$ cat config.mk
export PLATFORM = sky130hd
export DESIGN_NAME = exc_entry
export DESIGN_NICKNAME = d
export VERILOG_FILES = /design/src/rtl/exc_pkg.sv /design/src/rtl/exc_ctrl.sv /design/src/rtl/exc_datapath.sv /design/src/rtl/exc_entry.sv
export SDC_FILE = /design/constraint.sdc
export NUM_CORES = 1
export LEC_CHECK = 0
export ABC_AREA = 0
export BUFFER_PORTS_ARGS = -buffer_cell sky130_fd_sc_hd__buf_4
export CAP_MARGIN = 10
export CORE_AREA = 2 2 123 125
export DETAILED_ROUTE_END_ITERATION = 12
export DIE_AREA = 0 0 125 127
export PLACE_DENSITY = 0.75
export SLEW_MARGIN = 30
export SYNTH_ARGS = -nofsm -noshare
export SYNTH_HDL_FRONTEND = slang
export SYNTH_SLANG_ARGS = --single-unit
$ cat constraint.sdc
create_clock -name clk -period 2.4 [get_ports clk]
set_clock_uncertainty 0.1 [all_clocks]
set_input_delay 0.12 -clock clk [delete_from_list [all_inputs] [get_ports clk]]
set_output_delay 0.12 -clock clk [all_outputs]
set_load 0.1 [all_outputs]
$ cat src/rtl/exc_pkg.sv
package exc_pkg;

  typedef enum logic [4:0] {
    KIND_INTR      = 5'd0,
    KIND_TLB_REFILL = 5'd1,
    KIND_TLB_INVAL = 5'd2,
    KIND_TLB_MOD   = 5'd3,
    KIND_ADDR_ERR  = 5'd4,
    KIND_IBUS_ERR  = 5'd5,
    KIND_DBUS_ERR  = 5'd6,
    KIND_SYSCALL   = 5'd7,
    KIND_BREAK     = 5'd8,
    KIND_RESV_INST = 5'd9,
    KIND_COP_UNUSE = 5'd10,
    KIND_OVERFLOW  = 5'd11,
    KIND_TRAP      = 5'd12,
    KIND_WATCH     = 5'd13,
    KIND_MCHECK    = 5'd14,
    KIND_THREAD    = 5'd15,
    KIND_CACHE_ERR = 5'd16
  } faultKindE;

  localparam int CODE_W = 5;
  localparam int OFS_W  = 10;

  localparam logic [OFS_W-1:0] OFS_GENERAL = 10'h180;
  localparam logic [OFS_W-1:0] OFS_IRQ_VEC = 10'h200;
  localparam logic [OFS_W-1:0] OFS_REFILL  = 10'h000;

  // Strobes passed from control to datapath
  typedef struct packed {
    logic              take;
    logic              saveEpc;
    logic              wrBadVaddr;
    logic              wrTlb;
    logic              wrCe;
    logic [CODE_W-1:0] code;
    logic [OFS_W-1:0]  offset;
  } ctrlStrobesT;

endpackage

$ cat src/rtl/exc_ctrl.sv
module exc_ctrl
  import exc_pkg::*;
(
  input  logic        clk,
  input  logic        rstN,
  input  logic        faultValid,
  input  logic [4:0]  faultKind,
  input  logic        faultStore,
  input  logic        statusExl,
  input  logic        causeIv,
  output ctrlStrobesT strobes
);

  always_comb begin
    strobes            = '0;
    strobes.take       = faultValid;
    strobes.saveEpc    = faultValid && !statusExl;
    strobes.offset     = OFS_GENERAL;
    strobes.code       = 5'd10;
    unique case (faultKind)
      KIND_INTR: begin
        strobes.code   = 5'd0;
        strobes.offset = causeIv ? OFS_IRQ_VEC : OFS_GENERAL;
      end
      KIND_TLB_REFILL: begin
        strobes.code       = faultStore ? 5'd3 : 5'd2;
        strobes.offset     = statusExl ? OFS_GENERAL : OFS_REFILL;
        strobes.wrTlb      = faultValid;
        strobes.wrBadVaddr = faultValid;
      end
      KIND_TLB_INVAL: begin
        strobes.code       = faultStore ? 5'd3 : 5'd2;
        strobes.wrTlb      = faultValid;
        strobes.wrBadVaddr = faultValid;
      end
      KIND_TLB_MOD: begin
        strobes.code       = 5'd1;
        strobes.wrTlb      = faultValid;
        strobes.wrBadVaddr = faultValid;
      end
      KIND_ADDR_ERR: begin
        strobes.code       = faultStore ? 5'd5 : 5'd4;
        strobes.wrBadVaddr = faultValid;
      end
      KIND_IBUS_ERR:  strobes.code = 5'd6;
      KIND_DBUS_ERR:  strobes.code = 5'd7;
      KIND_SYSCALL:   strobes.code = 5'd8;
      KIND_BREAK:     strobes.code = 5'd9;
      KIND_RESV_INST: strobes.code = 5'd10;
      KIND_COP_UNUSE: begin
        strobes.code = 5'd11;
        strobes.wrCe = faultValid;
      end
      KIND_OVERFLOW:  strobes.code = 5'd12;
      KIND_TRAP:      strobes.code = 5'd13;
      KIND_WATCH:     strobes.code = 5'd23;
      KIND_MCHECK:    strobes.code = 5'd24;
      KIND_THREAD:    strobes.code = 5'd25;
      KIND_CACHE_ERR: strobes.code = 5'd30;
      default:        strobes.code = 5'd10;
    endcase
  end


  ce_tlb_excl_chk: assert property (@(posedge clk) disable iff (!rstN)
    strobes.wrCe |-> !strobes.wrTlb && !strobes.wrBadVaddr);

endmodule

$ cat src/rtl/exc_datapath.sv
module exc_datapath
  import exc_pkg::*;
#(
  parameter int                ADDR_W    = 32,
  parameter int                ASID_W    = 8,
  parameter int                VPN_W     = 21,
  parameter logic [ADDR_W-1:0] BOOT_BASE = 32'hBFC00200
) (
  input  logic                clk,
  input  logic                rstN,
  input  ctrlStrobesT         strobes,
  input  logic [ADDR_W-1:0]   faultVaddr,
  input  logic [ASID_W-1:0]   faultAsid,
  input  logic [VPN_W-1:0]    faultVpn,
  input  logic [1:0]          faultCopId,
  input  logic [ADDR_W-1:0]   faultPc,
  input  logic                statusBev,
  input  logic [ADDR_W-1:0]   ebase,
  output logic                pcRedirect,
  output logic [ADDR_W-1:0]   pcTarget,
  output logic                statusExl,
  output logic [CODE_W-1:0]   causeExcCode,
  output logic [1:0]          causeCe,
  output logic [ADDR_W-1:0]   badVaddr,
  output logic [ADDR_W-1:0]   epc,
  output logic [ASID_W-1:0]   entryHiAsid,
  output logic [VPN_W-3:0]    entryHiVpn2,
  output logic [1:0]          entryHiVpn2x,
  output logic [VPN_W-3:0]    contextBadVpn2
);

  localparam int VPN2_W = VPN_W - 2;

  logic [ADDR_W-1:0] vecBase;
  logic [ADDR_W-1:0] vecAddr;
  logic [VPN2_W-1:0] vpnHalf;

  assign vecBase = statusBev ? BOOT_BASE : ebase;
  assign vecAddr = vecBase + ADDR_W'(strobes.offset);
  assign vpnHalf = faultVpn[VPN_W-1:2];

  always_ff @(posedge clk or negedge rstN) begin
    if (!rstN) begin
      pcRedirect     <= 1'b0;
      pcTarget       <= '0;
      statusExl      <= 1'b0;
      causeExcCode   <= '0;
      causeCe        <= '0;
      badVaddr       <= '0;
      epc            <= '0;
      entryHiAsid    <= '0;
      entryHiVpn2    <= '0;
      entryHiVpn2x   <= '0;
      contextBadVpn2 <= '0;
    end else begin
      pcRedirect <= strobes.take;
      if (strobes.take) begin
        pcTarget     <= vecAddr;
        statusExl    <= 1'b1;
        causeExcCode <= strobes.code;
      end
      if (strobes.saveEpc)    epc      <= faultPc;
      if (strobes.wrBadVaddr) badVaddr <= faultVaddr;
      if (strobes.wrCe)       causeCe  <= faultCopId;
      if (strobes.wrTlb) begin
        entryHiAsid    <= faultAsid;
        entryHiVpn2    <= vpnHalf;
        entryHiVpn2x   <= faultVpn[1:0];
        contextBadVpn2 <= vpnHalf;
      end
    end
  end


  exl_set_chk: assert property (@(posedge clk) disable iff (!rstN)
    strobes.take |=> statusExl);


  epc_hold_chk: assert property (@(posedge clk) disable iff (!rstN)
    (strobes.take && statusExl) |=> $stable(epc));


  redirect_pulse_chk: assert property (@(posedge clk) disable iff (!rstN)
    strobes.take |=> pcRedirect);


  idle_hold_chk: assert property (@(posedge clk) disable iff (!rstN)
    !strobes.take |=> (!pcRedirect && $stable(causeExcCode) && $stable(pcTarget)));

endmodule

$ cat src/rtl/exc_entry.sv
module exc_entry
  import exc_pkg::*;
#(
  parameter int                ADDR_W    = 32,
  parameter int                ASID_W    = 8,
  parameter int                VPN_W     = 21,
  parameter logic [ADDR_W-1:0] BOOT_BASE = 32'hBFC00200
) (
  input  logic              clk,
  input  logic              rstN,
  input  logic              faultValid,
  input  logic [4:0]        faultKind,
  input  logic [ADDR_W-1:0] faultVaddr,
  input  logic              faultStore,
  input  logic [ASID_W-1:0] faultAsid,
  input  logic [VPN_W-1:0]  faultVpn,
  input  logic [1:0]        faultCopId,
  input  logic [ADDR_W-1:0] faultPc,
  input  logic              statusBev,
  input  logic              causeIv,
  input  logic [ADDR_W-1:0] ebase,
  output logic              pcRedirect,
  output logic [ADDR_W-1:0] pcTarget,
  output logic              statusExl,
  output logic [4:0]        causeExcCode,
  output logic [1:0]        causeCe,
  output logic [ADDR_W-1:0] badVaddr,
  output logic [ADDR_W-1:0] epc,
  output logic [ASID_W-1:0] entryHiAsid,
  output logic [VPN_W-3:0]  entryHiVpn2,
  output logic [1:0]        entryHiVpn2x,
  output logic [VPN_W-3:0]  contextBadVpn2
);

  ctrlStrobesT strobes;

  exc_ctrl u_ctrl (
    .clk        (clk),
    .rstN       (rstN),
    .faultValid (faultValid),
    .faultKind  (faultKind),
    .faultStore (faultStore),
    .statusExl  (statusExl),
    .causeIv    (causeIv),
    .strobes    (strobes)
  );

  exc_datapath #(
    .ADDR_W    (ADDR_W),
    .ASID_W    (ASID_W),
    .VPN_W     (VPN_W),
    .BOOT_BASE (BOOT_BASE)
  ) u_dp (
    .clk            (clk),
    .rstN           (rstN),
    .strobes        (strobes),
    .faultVaddr     (faultVaddr),
    .faultAsid      (faultAsid),
    .faultVpn       (faultVpn),
    .faultCopId     (faultCopId),
    .faultPc        (faultPc),
    .statusBev      (statusBev),
    .ebase          (ebase),
    .pcRedirect     (pcRedirect),
    .pcTarget       (pcTarget),
    .statusExl      (statusExl),
    .causeExcCode   (causeExcCode),
    .causeCe        (causeCe),
    .badVaddr       (badVaddr),
    .epc            (epc),
    .entryHiAsid    (entryHiAsid),
    .entryHiVpn2    (entryHiVpn2),
    .entryHiVpn2x   (entryHiVpn2x),
    .contextBadVpn2 (contextBadVpn2)
  );

endmodule

# Word level (Yosys, flattened, before mapping)
# Index checks and enable logic that the tools add are counted.
[totals]
wordCells = 42
reg_bits = 134
out_inout_bits = 153
in_bits = 138
[op_classes]
add_sub_neg = 1
n_eq_ne = 15
n_reduce_logical = 6
n_mux = 10
[ops]
columns = ["cell", "n"]
rows = [
  ["$pmux 5 s15", 1],
  ["$eq 5x4->1 const B", 7],
  ["$add 32x10->32", 1],
  ["$mux 32", 1],
  ["$eq 5x3->1 const B", 4],
  ["$pmux 10 s2", 1],
  ["$eq 5x2->1 const B", 2],
  ["$mux 10", 1],
  ["$mux 9", 1],
  ["$eq 5x1->1 const B", 1],
  ["$eq 5x5->1 const B", 1],
  ["$logic_not 5->1", 1],
  ["$mux 1", 5],
  ["$reduce_or 4->1", 1],
  ["$reduce_or 3->1", 1],
  ["$reduce_or 2->1", 1],
  ["$logic_and 1x1->1", 1],
  ["$logic_not 1->1", 1],
]

# Logic depth before layout (Yosys ltp)
# Gate-level depths: netlist (run 1).
[logic_depth]
word_depth = 3
mapped_depth = 10
mapped_depth_nobuf = 8

# Hierarchy
# A second synthesis (run 1) with hierarchy kept.
[hier_totals]
hier_cells = 525
area_unflattened_um2 = 6500.0
[by_module_without_submodules]
columns = ["mod", "n_inst", "area_each_um2", "cells_each", "seq_area_each_um2"]
rows = [
  ["exc_datapath", 1, 6133.4, 473, 3353.2],
  ["exc_ctrl", 1, 366.6, 52, 0.0],
]

# Worst setup path before layout (run 1)
# Ideal clock, no wire load.
[synth_path]
path_type = "register to register"
startpoint = "register u_dp.statusExl"
endpoint = "register u_dp.pcTarget[31]"
arrival_time_ns = 2.798
n_path_buf = 1
required_time_ns = 2.174
synth_period_minus_slack_ns = 3.024
stages_incl_launch_ff = 10
setup_slack_ns = -0.624
setup_time_ns = 0.126
cell_sequence = "dfrtp_1 nor2b_1 o21ai_0 ha_1 fa_1 a21o_1 nand3_1 clkbuf_1 nor4_1 o32a_1"
[synth_via]
elab_chain_cells = 3
[synth_lines]
columns = ["item", "line_no", "text"]
rows = [
  ["from (decl)", "exc_datapath.sv:21", "output logic statusExl,"],
  ["from (signal assigned)", "exc_datapath.sv:46", "statusExl <= 1'b0;"],
  ["from (signal assigned)", "exc_datapath.sv:59", "statusExl <= 1'b1;"],
  ["$mux 9", "exc_ctrl.sv:27", "strobes.offset = statusExl ? OFS_GENERAL : OFS_REFILL;"],
  ["$pmux 10 s2", "exc_ctrl.sv:20", "unique case (faultKind)"],
  ["$add 32x10->32", "exc_datapath.sv:39", "assign vecAddr = vecBase + ADDR_W'(strobes.offset);"],
  ["to (signal assigned)", "exc_datapath.sv:58", "pcTarget <= vecAddr;"],
  ["to (decl)", "exc_datapath.sv:20", "output logic [ADDR_W-1:0] pcTarget,"],
]
# No other way between the ends.
# A chain may end at the register's enable or synchronous reset.

# Worst setup path after layout (run 1)
[layout_path]
startpoint = "register u_dp.statusExl"
endpoint = "register u_dp.pcTarget[30]"
# Same word-level chain as after synthesis.

==> out/qor.csv, run 1 <==
stage,metric,value,unit
floorplanning,chipWidth,125,um
place,io_buffer_count,290,
floorplanning,num_rows,44,
global_route,grt_max_degree,69,
hold_path,hp-class,in -> reg,
finish,diodes,0,
floorplanning,coreArea,14400,um^2
yosys,netlist_area,5960,um^2
power,leakage,4.77,nW
floorplanning,initial_utilization,0.413,
place,pre_cts_ws,-0.114,ns
yosys,yosys.area_share.adder,0.00965,
global_route,grt_overflow,0,
global_route,grt_pass1_wl,29.4,mm
finish,postLayoutCellArea,10200,um^2
setup_path,critPathSlowestCell,or4_1,
setup_path,critPathRequiredTime,2.63,ns
clock_network,cts_setup_buffers,0,
timing,hold_viol_final,0,
finish,synthToLayoutAreaGrowth,70.5,%
yosys,synth_edf_count,0,
timing,finalWorstSetupSlack,0.106,ns
timing,period_minus_slack,2.29,ns
routing,drt_wl_total,18.5,mm
yosys,synthTopCellsByArea,"dfrtp_1, mux2_2, buf_4",
routing,vias,5417,
yosys,syn-instance-count,466,
timing,drv_slew,0,
routing,ant_nets,0,
clock_network,clockBufferDepth,2,
finish,finish.utilization,0.705,
yosys,synthMuxAreaShare,0.187,
clock_network,htree_levels,4,
routing,drc,0,
timing,period_share,0.956,
yosys,synth-compound-area-share,0.0862,
yosys,dominantRegCellSynth,dfrtp_1,
timing,setup-violations-final,0,
setup_path,path_buf_inv,0,
global_route,grt_usage,0.233,
place,placedCellCount,919,
setup_path,start_kind,register,
yosys,ys_types,58,
routing,vias_per_cell,5.05,
yosys,synth.yosys.seq_area_share,0.562,
clock_network,clockRootBuffer,clkbuf_16,
global_route,first_global_vias,5741,
global_route,antenna_found_initial,0,
setup_path,path_class,reg -> reg,
timing,grt_setup_unrepaired,yes,
floorplanning,fp.dieH,127,um
outcome,status,"complete, no violations",
setup_path,cpLargestDelayFamily,simple AND/OR/NAND/NOR gates,
floorplanning,die_area,15900,um^2
place,hpwl,12.2,mm
yosys,synth_xor_area_frac,0.0132,
power,irDropWorstVdd,614,uV
clock_network,clock-sinks,134,
power,p_per_area,1040,nW/um^2
finish,seqCellArea,3360,um^2
finish,fill_cells,947,
clock_network,insertion_delay,0.40,ns
timing,timing.fmax,0.436,GHz
run,cap_violations,0,
yosys,synth_nets,608,
finish,stdcell_count,1072,
setup_path,cpPeakStageDelay,0.48,ns
finish,drive_gt1_frac,0.527,
place,place_area,8350,um^2
clock_network,numCtsBuffers,17,
routing,routedWlPerCell,17.3,um
clock_network,clk_transition_reported_paths,0.06,ns
power,total_power,10.6,mW
yosys,synth_top_area_share,0.562,
place,gp_congestion,0.878,
setup_path,worstPathMaxFanout,6,
routing,drt_iter0_drc,311,
setup_path,cp.arrival,2.53,ns
finish,final_nets,1017,
routing,first_pass_iters,4,
yosys,yosys.area_share.simple,0.0946,
yosys,synth_top_family_by_area,multiplexers,
yosys,synth_seq_cells,134,
yosys,synthArstFlopShare,1.00,
yosys,yosysWarnings,0,
setup_path,crit_path_end_kind,register,
setup_path,crit_path_cell_trace,nor2b_1 > o21ai_2 > ha_1 > nand3_2 > a211o_1 > or4_1 > a31oi_1,
timing,max_slew.worst_pin.slew,0.628,ns
finish,multi_input_area,2370,um^2
yosys,yosys.area.top_type,dfrtp_1,
timing,relSlewSlack,0.581,
yosys,avgSynthCellArea,12.8,um^2
floorplanning,io-pin-count,291,
clock_network,cts_tree,done,
cell usage after synthesis, types with 2 or more instances:
cell	count
dfrtp_1	134
mux2_2	97
nand2_1	21
buf_4	19
nor2_1	18
clkbuf_1	15
nor2b_1	14
buf_2	10
a21oi_1	9
a31o_2	8
inv_1	8
o31ai_1	8
nand3_1	7
nor4_1	7
a22o_1	6
a31oi_1	6
nand4_1	5
o31a_1	5
xnor2_1	5
o21ai_0	4
xor2_1	4
and2_1	3
and4_1	3
ha_1	3
or3_1	3
a2111oi_0	2
a211o_1	2
and3_1	2
mux2i_1	2
nand2b_1	2
nor3_1	2
o221ai_1	2
o311ai_0	2
o32a_1	2
or2_2	2
or4_1	2
flip-flops by register name, indices dropped and copies added, names as in the netlist:
register / flops
u_dp.badVaddr: 32
u_dp.epc: 32
u_dp.pcTarget: 32
u_dp.entryHiVpn2: 19
u_dp.entryHiAsid: 8
u_dp.causeExcCode: 5
u_dp.causeCe: 2
u_dp.entryHiVpn2x: 2
u_dp.pcRedirect: 1
u_dp.statusExl: 1
cells by family after synthesis:
kind of cell             after synthesis
multiplexers                          99
AND/OR/NAND/NOR                      100
buffers and inverters                 53
AO/OA/AOI/OAI                         67
XOR/XNOR                               9
adder cells (fa/ha/maj)                4
flip-flops                           134
metal layers:
layer,GRT usage,share of wire
met5,0,0
met4,0.0948,0.027
met3,0.0637,0.073
met2,0.429,0.54
met1,0.254,0.36
power by group:
group | internal (mW) | total (mW) | switching [mW]
clock network | 1.58 | 2.55 | 0.973
logic | 1.18 | 5.16 | 3.98
registers | 2.64 | 2.88 | 0.245
final cells by class:
class                           instances  area share
Clock buffer                           20      0.0449
Clock inverter                         12      0.0127
Inverter                                8     0.00295
Multi-Input combinational cell        279       0.233
Sequential cell                       134       0.330
Tap cell                              184      0.0226
Timing Repair Buffer                  435       0.354
cells in the final DEF (no fill, tap or decap), types with 7 or more instances in the layout:
cell type	instances
buf_4	311
dfrtp_1	133
dlygate4sd3_1	121
mux2_2	97
nand2_1	21
nor2_1	17
clkbuf_16	17
nor2b_1	14
a21oi_1	9
inv_1	8
a31o_2	8
o31ai_1	7
through the flow:
step / setup TNS (ns) / hold WS (ns)
floorplan: -0.0908 / -0.276
CTS: 0 / 0.00274
detailed placement: -0.404 / 0.0704
global placement: -0.0840 / 0.0567
global route: -0.00125 / 0.0302
finish: 0 / 0.0234
tightest hold or removal path, delay by kind of cell:
| family | cells | cell delay, ns |
|---|---|---|
| buffers and inverters | 1 | 0.10 |
| AOI/OAI and AO/OA | 2 | 0.27 |
path summary, 6_finish.rpt:
path	depth (start not counted)	end	startpoint	slack [ns]
setup reg to reg	7	u_dp.pcTarget[30]	u_dp.statusExl	0.11
hold reg to reg	2	u_dp.pcTarget[19]	u_dp.pcTarget[19]	0.39
max in group asynchronous	3	u_dp.entryHiVpn2[15]	rstN	1.24
setup / recovery	7	u_dp.pcTarget[30]	u_dp.statusExl	0.11
min in group asynchronous	2	u_dp.pcTarget[13]	rstN	0.18
hold / removal	3	u_dp.pcTarget[24]	ebase[24]	0.02
timing repair:
item | 4_1_cts | 5_1_grt
hold endpoints to repair | 184 | 0
gates resized for setup | 0 | 4
hold buffers | 121 | 0
setup endpoints to repair | 0 | 5
No activity file was read; power rests on OpenSTA's default activity.
==> run 2: changes to the inputs <==
--- a/config.mk
+++ b/config.mk
@@ -8,9 +8,9 @@
 export ABC_AREA = 0
 export BUFFER_PORTS_ARGS = -buffer_cell sky130_fd_sc_hd__buf_4
 export CAP_MARGIN = 10
-export CORE_AREA = 2 2 123 125
+export CORE_AREA = 2 2 88 174
 export DETAILED_ROUTE_END_ITERATION = 12
-export DIE_AREA = 0 0 125 127
+export DIE_AREA = 0 0 90 176
 export PLACE_DENSITY = 0.75
 export SLEW_MARGIN = 30
 export SYNTH_ARGS = -nofsm -noshare
==> run 2 against run 1 <==
Fmax decreased by 1.7%. Die area decreased by 0.22%. Register-to-register slack lost 0.04 ns. Critical path depth increased by 2. Final area up 0.18%. Combinational power rose by 1%. Non-clock buffer count is 2 higher. Hold slack better by 0.0015 ns. Cell count grew 0.84%. Utilization up 0.11 points. Critical path type unchanged. Worst setup slack worse by 0.040 ns.
==> out/qor.csv, run 2 (same netlist as run 1, synthesis figures left out) <==
stage,metric,value,unit
power,p_per_area,1040,nW/um^2
setup_path,cpPeakStageDelay,0.48,ns
timing,drv_slew,0,
finish,stdcell_count,1081,
clock_network,clock-sinks,134,
floorplanning,fp.dieH,176,um
place,gp_congestion,0.823,
finish,reg_top3,"u_dp.badVaddr: 32 flops, u_dp.epc: 32 flops, u_dp.pcTarget: 32 flops",
timing,hold_viol_final,0,
setup_path,crit_path_end_kind,register,
setup_path,critPathRequiredTime,2.63,ns
clock_network,cts_setup_buffers,0,
finish,synthToLayoutAreaGrowth,70.8,%
routing,first_pass_iters,4,
timing,finalWorstSetupSlack,0.0661,ns
clock_network,numCtsBuffers,17,
timing,timing.fmax,0.428,GHz
global_route,antenna_found_initial,0,
global_route,grt_usage,0.265,
place,hpwl,13.7,mm
timing,whs,0.0249,ns
global_route,grt_pass1_wl,32.4,mm
run,cap_violations,0,
routing,ant_nets,0,
setup_path,rr_worst_depth,9,
floorplanning,num_rows,62,
timing,setup-violations-final,0,
routing,drt_iter0_drc,164,
power,total_power,10.6,mW
routing,vias,5575,
setup_path,cp.arrival,2.56,ns
floorplanning,chipWidth,90,um
place,io_buffer_count,290,
global_route,first_global_vias,6080,
setup_path,crit_path_cell_trace,nor2b_2 > o21ai_2 > buf_4 > ha_4 > buf_6 > nand3_4 > a211o_4 > or4_4 > a31oi_1,
outcome,status,"complete, no violations",
place,placedCellCount,929,
timing,grt_setup_unrepaired,yes,
floorplanning,die_area,15800,um^2
finish,drive_gt1_frac,0.530,
place,pre_cts_ws,-0.0816,ns
setup_path,worstPathMaxFanout,7,
clock_network,htree_levels,4,
clock_network,cts_tree,done,
floorplanning,initial_utilization,0.413,
routing,drt_wl_total,21.3,mm
clock_network,clk_transition_reported_paths,0.06,ns
setup_path,critPathSlowestCell,or4_4,
global_route,grt_max_degree,67,
power,swShare,0.496,
routing,routedWlPerCell,19.7,um
clock_network,insertion_delay,0.40,ns
finish,final_nets,1019,
routing,vias_per_cell,5.16,
clock_network,clockRootBuffer,clkbuf_16,
timing,period_minus_slack,2.33,ns
power,internal_power,5.36,mW
finish,diodes,0,
power,irDropWorstVdd,555,uV
clock_network,clockBufferDepth,2,
finish,finish.utilization,0.706,
power,leakage,4.78,nW
setup_path,path_class,reg -> reg,
timing,relSlewSlack,0.541,
timing,max_slew.worst_pin.slew,0.689,ns
timing,fin_tns_setup,0,ns
setup_path,start_kind,register,
hold_path,hp-class,in -> async,
finish,final_common_cell,buf_4,
floorplanning,coreArea,14400,um^2
global_route,grt_overflow,0,
power,p_seq_frac,0.273,
power,power.switching,5.27,mW
timing,period_share,0.972,
power,clkPwrFrac,0.237,
routing,drc,0,
power,comb_power_share,0.490,
finish,postLayoutCellArea,10200,um^2
finish,mostFrequentLayoutCells,"buf_4, dfrtp_1, dlygate4sd3_1, mux2_2, nand2_1",
place,place_area,8360,um^2
floorplanning,io-pin-count,291,
==> run 2: cell count changes in the layout (fill, tap and decap cells not counted), moves of 2 or more <==
cell	change
inv_6	+2
buf_4	+3
clkinv_4	-2
clkinv_2	+2
==> run 2: worst max-delay path, delay by kind of cell (launching register included) <==
| family | cells | cell delay, ns |
|---|---|---|
| AND/OR/NAND/NOR | 3 | 0.62 |
| flip-flops | 1 | 0.41 |
| buffers and inverters | 2 | 0.26 |
| AO/OA/AOI/OAI | 3 | 0.74 |
| adder cells (fa/ha/maj) | 1 | 0.14 |
==> run 2: routing by layer <==
metal	global-route usage	up-vias	routed length [um]
met5	0	-	0
met2	0.518	259	12400
met4	0.137	0	909
met3	0.0640	54	1100
li1	-	2492	-
met1	0.249	2770	6890
==> run 2: repair_timing <==
action	4_1_cts	5_1_grt
endpoints found under the hold margin	200	0
resized for setup	0	8
setup endpoints to repair	0	9
hold buffers	121	0
==> run 2: layout make-up <==
| class | count | area [um^2] |
|---|---|---|
| clock buffer | 18 | 439 |
| clock inverter | 13 | 131 |
| fill | 970 | 4240 |
| inverter | 8 | 30.0 |
| multi-input combinational | 279 | 2390 |
| sequential | 134 | 3360 |
| tap | 192 | 240 |
| timing repair buffer | 437 | 3600 |
==> run 2: path summary, 6_finish.rpt <==
| check | start | endpoint | slack, ns |
|---|---|---|---|
| max | u_dp.statusExl | u_dp.pcTarget[30] | 0.07 |
| min in group clk | ebase[20] | u_dp.pcTarget[21] | 0.04 |
| min | rstN | u_dp.pcTarget[7] | 0.02 |
| max in group asynchronous | rstN | u_dp.badVaddr[21] | 1.20 |
| max reg2reg | u_dp.statusExl | u_dp.pcTarget[30] | 0.07 |
| min reg2reg | u_dp.pcTarget[28] | u_dp.pcTarget[28] | 0.39 |
==> run 2: power groups by stage <==
stage	clock network (mW)	logic (mW)	registers, mW
after CTS	2.56	5.18	2.87
after detailed placement	0	5.01	2.91
after global routing	2.66	5.31	2.94
after floorplan	0	1.15	5.64
after global placement	0	4.97	2.89
final	2.52	5.21	2.90
==> run 3: changes to the inputs <==
--- a/config.mk
+++ b/config.mk
@@ -7,11 +7,12 @@
 export LEC_CHECK = 0
 export ABC_AREA = 0
 export BUFFER_PORTS_ARGS = -buffer_cell sky130_fd_sc_hd__buf_4
-export CAP_MARGIN = 10
+export CAP_MARGIN = 20
 export CORE_AREA = 2 2 88 174
 export DETAILED_ROUTE_END_ITERATION = 12
 export DIE_AREA = 0 0 90 176
 export PLACE_DENSITY = 0.75
+export SETUP_SLACK_MARGIN = 0.2
 export SLEW_MARGIN = 30
 export SYNTH_ARGS = -nofsm -noshare
 export SYNTH_HDL_FRONTEND = slang
==> run 3 against run 2 <==
Sequential share of layout area is 0.99 points lower. Global-route usage is 2.1 points higher. Register-to-register slack better by 0.05 ns. Fmax is 2.4% higher. Utilization is 2.2 points higher. Worst setup slack better by 0.055 ns. Critical path type unchanged.
==> out/qor.csv, run 3 (same netlist as run 1, synthesis figures left out) <==
stage,metric,value,unit
outcome,status,"complete, no violations",
timing,whs,0.0200,ns
routing,first_pass_iters,4,
power,p_seq_frac,0.267,
finish,synthToLayoutAreaGrowth,76.1,%
finish,finish.utilization,0.728,
power,irDropWorstVdd,562,uV
finish,fill_cells,921,
clock_network,cts_tree,done,
setup_path,start_kind,register,
finish,final_common_cell,buf_4,
global_route,antenna_found_initial,1,
power,clkPwrFrac,0.247,
floorplanning,chipWidth,90,um
setup_path,cp.arrival,2.51,ns
clock_network,clock-sinks,134,
place,io_buffer_count,290,
finish,seqCellArea,3360,um^2
floorplanning,coreArea,14400,um^2
routing,routedWlPerCell,21.2,um
place,pre_cts_ws,-0.229,ns
run,cap_violations,0,
timing,hold_viol_final,0,
finish,final_nets,1026,
timing,timing.fmax,0.439,GHz
setup_path,path_class,reg -> reg,
routing,vias,5676,
clock_network,clockBufferDepth,2,
routing,vias_per_cell,5.21,
power,swShare,0.492,
power,total_power,10.9,mW
finish,multi_input_area,2580,um^2
setup_path,worstPathMaxFanout,5,
power,leakage,4.89,nW
finish,drive_gt1_frac,0.559,
routing,ant_nets,0,
hold_path,hp-class,in -> reg,
setup_path,critPathRequiredTime,2.63,ns
power,comb_power_share,0.486,
place,hpwl,14.4,mm
timing,max_slew.worst_pin.slew,0.639,ns
finish,reg_top3,"u_dp.badVaddr: 32 flops, u_dp.epc: 32 flops, u_dp.pcTarget: 32 flops",
timing,drv_slew,0,
power,internal_power,5.53,mW
floorplanning,initial_utilization,0.413,
clock_network,clk_transition_reported_paths,0.06,ns
floorplanning,num_rows,62,
timing,setup-violations-final,0,
power,p_per_area,1040,nW/um^2
clock_network,clockRootBuffer,clkbuf_16,
global_route,grt_pass1_wl,34.8,mm
setup_path,crit_path_end_kind,register,
clock_network,numCtsBuffers,17,
global_route,grt_max_degree,51,
place,gp_congestion,0.859,
clock_network,insertion_delay,0.41,ns
global_route,first_global_vias,6195,
global_route,grt_overflow,0,
power,power.switching,5.36,mW
timing,relSlewSlack,0.573,
timing,period_share,0.950,
floorplanning,io-pin-count,291,
timing,grt_setup_unrepaired,yes,
finish,mostFrequentLayoutCells,"buf_4, dfrtp_1, dlygate4sd3_1, mux2_2, nand2_1",
floorplanning,die_area,15800,um^2
clock_network,htree_levels,4,
global_route,grt_usage,0.286,
timing,period_minus_slack,2.28,ns
routing,drt_wl_total,23.1,mm
floorplanning,fp.dieH,176,um
timing,finalWorstSetupSlack,0.121,ns
routing,drt_iter0_drc,208,
routing,drc,0,
## run 3: area by class of cell
cell class / count / share of cell area
Antenna cell: 1 / 0.000238
Clock buffer: 20 / 0.0435
Clock inverter: 12 / 0.0144
Inverter: 8 / 0.00286
Multi-Input combinational cell: 279 / 0.246
Sequential cell: 134 / 0.320
Tap cell: 192 / 0.0229
Timing Repair Buffer: 444 / 0.351
## run 3: critical path, cell delays in order (launching register included)
cell,delay [ns]
dfrtp_4,0.48
nor2b_4,0.13
o21ai_4,0.09
ha_4,0.29
nand3_4,0.08
a211o_4,0.36
or4_1,0.49
a31oi_1,0.18
## run 3: power groups by stage
| stage | clock network, mW | registers [mW] | logic (mW) |
|---|---|---|---|
| finish | 2.69 | 2.90 | 5.29 |
| global placement | 0 | 2.87 | 4.98 |
| floorplan | 0 | 5.64 | 1.15 |
| global route | 2.84 | 2.94 | 5.39 |
| detailed placement | 0 | 2.90 | 5.03 |
| CTS | 2.72 | 2.86 | 5.20 |
## run 3: repair_timing
action	CTS	global route
gates resized for setup	7	37
gates cloned	0	0
hold buffers	121	0
setup endpoints to repair	8	21
endpoints found under the hold margin	156	0
buffers inserted	4	3
pin swaps	10	21
## run 3: stage by stage
stage	cell area, um^2	std cells	setup TNS [ns]
after floorplan	6010	466	-0.113
after global placement	8390	929	-1.10
after detailed placement	8390	929	-1.01
after CTS	10300	1086	0
after global routing	10500	1090	0
final	10500	1090	0
## run 3: final timing paths
kind | slack, ns | startpoint | end | depth (start not counted)
worst max-delay path | 0.12 | u_dp.statusExl | u_dp.pcTarget[30] | 7
worst min-delay path | 0.02 | faultStore | u_dp.causeExcCode[0] | 4
worst min register to register | 0.38 | u_dp.causeExcCode[2] | u_dp.causeExcCode[2] | 1
min in group asynchronous | 0.14 | rstN | u_dp.epc[10] | 2
max in group asynchronous | 1.27 | rstN | u_dp.badVaddr[13] | 3
worst max register to register | 0.12 | u_dp.statusExl | u_dp.pcTarget[30] | 7
## run 3: per-layer routing
layer | up-vias | share of wire | global-route usage | wire, um
met1 | 2804 | 0.32 | 0.279 | 7440
met3 | 88 | 0.055 | 0.0585 | 1260
li1 | 2513 | - | - | -
met5 | - | 0 | 0 | 0
met2 | 271 | 0.55 | 0.529 | 12700
met4 | 0 | 0.071 | 0.199 | 1630
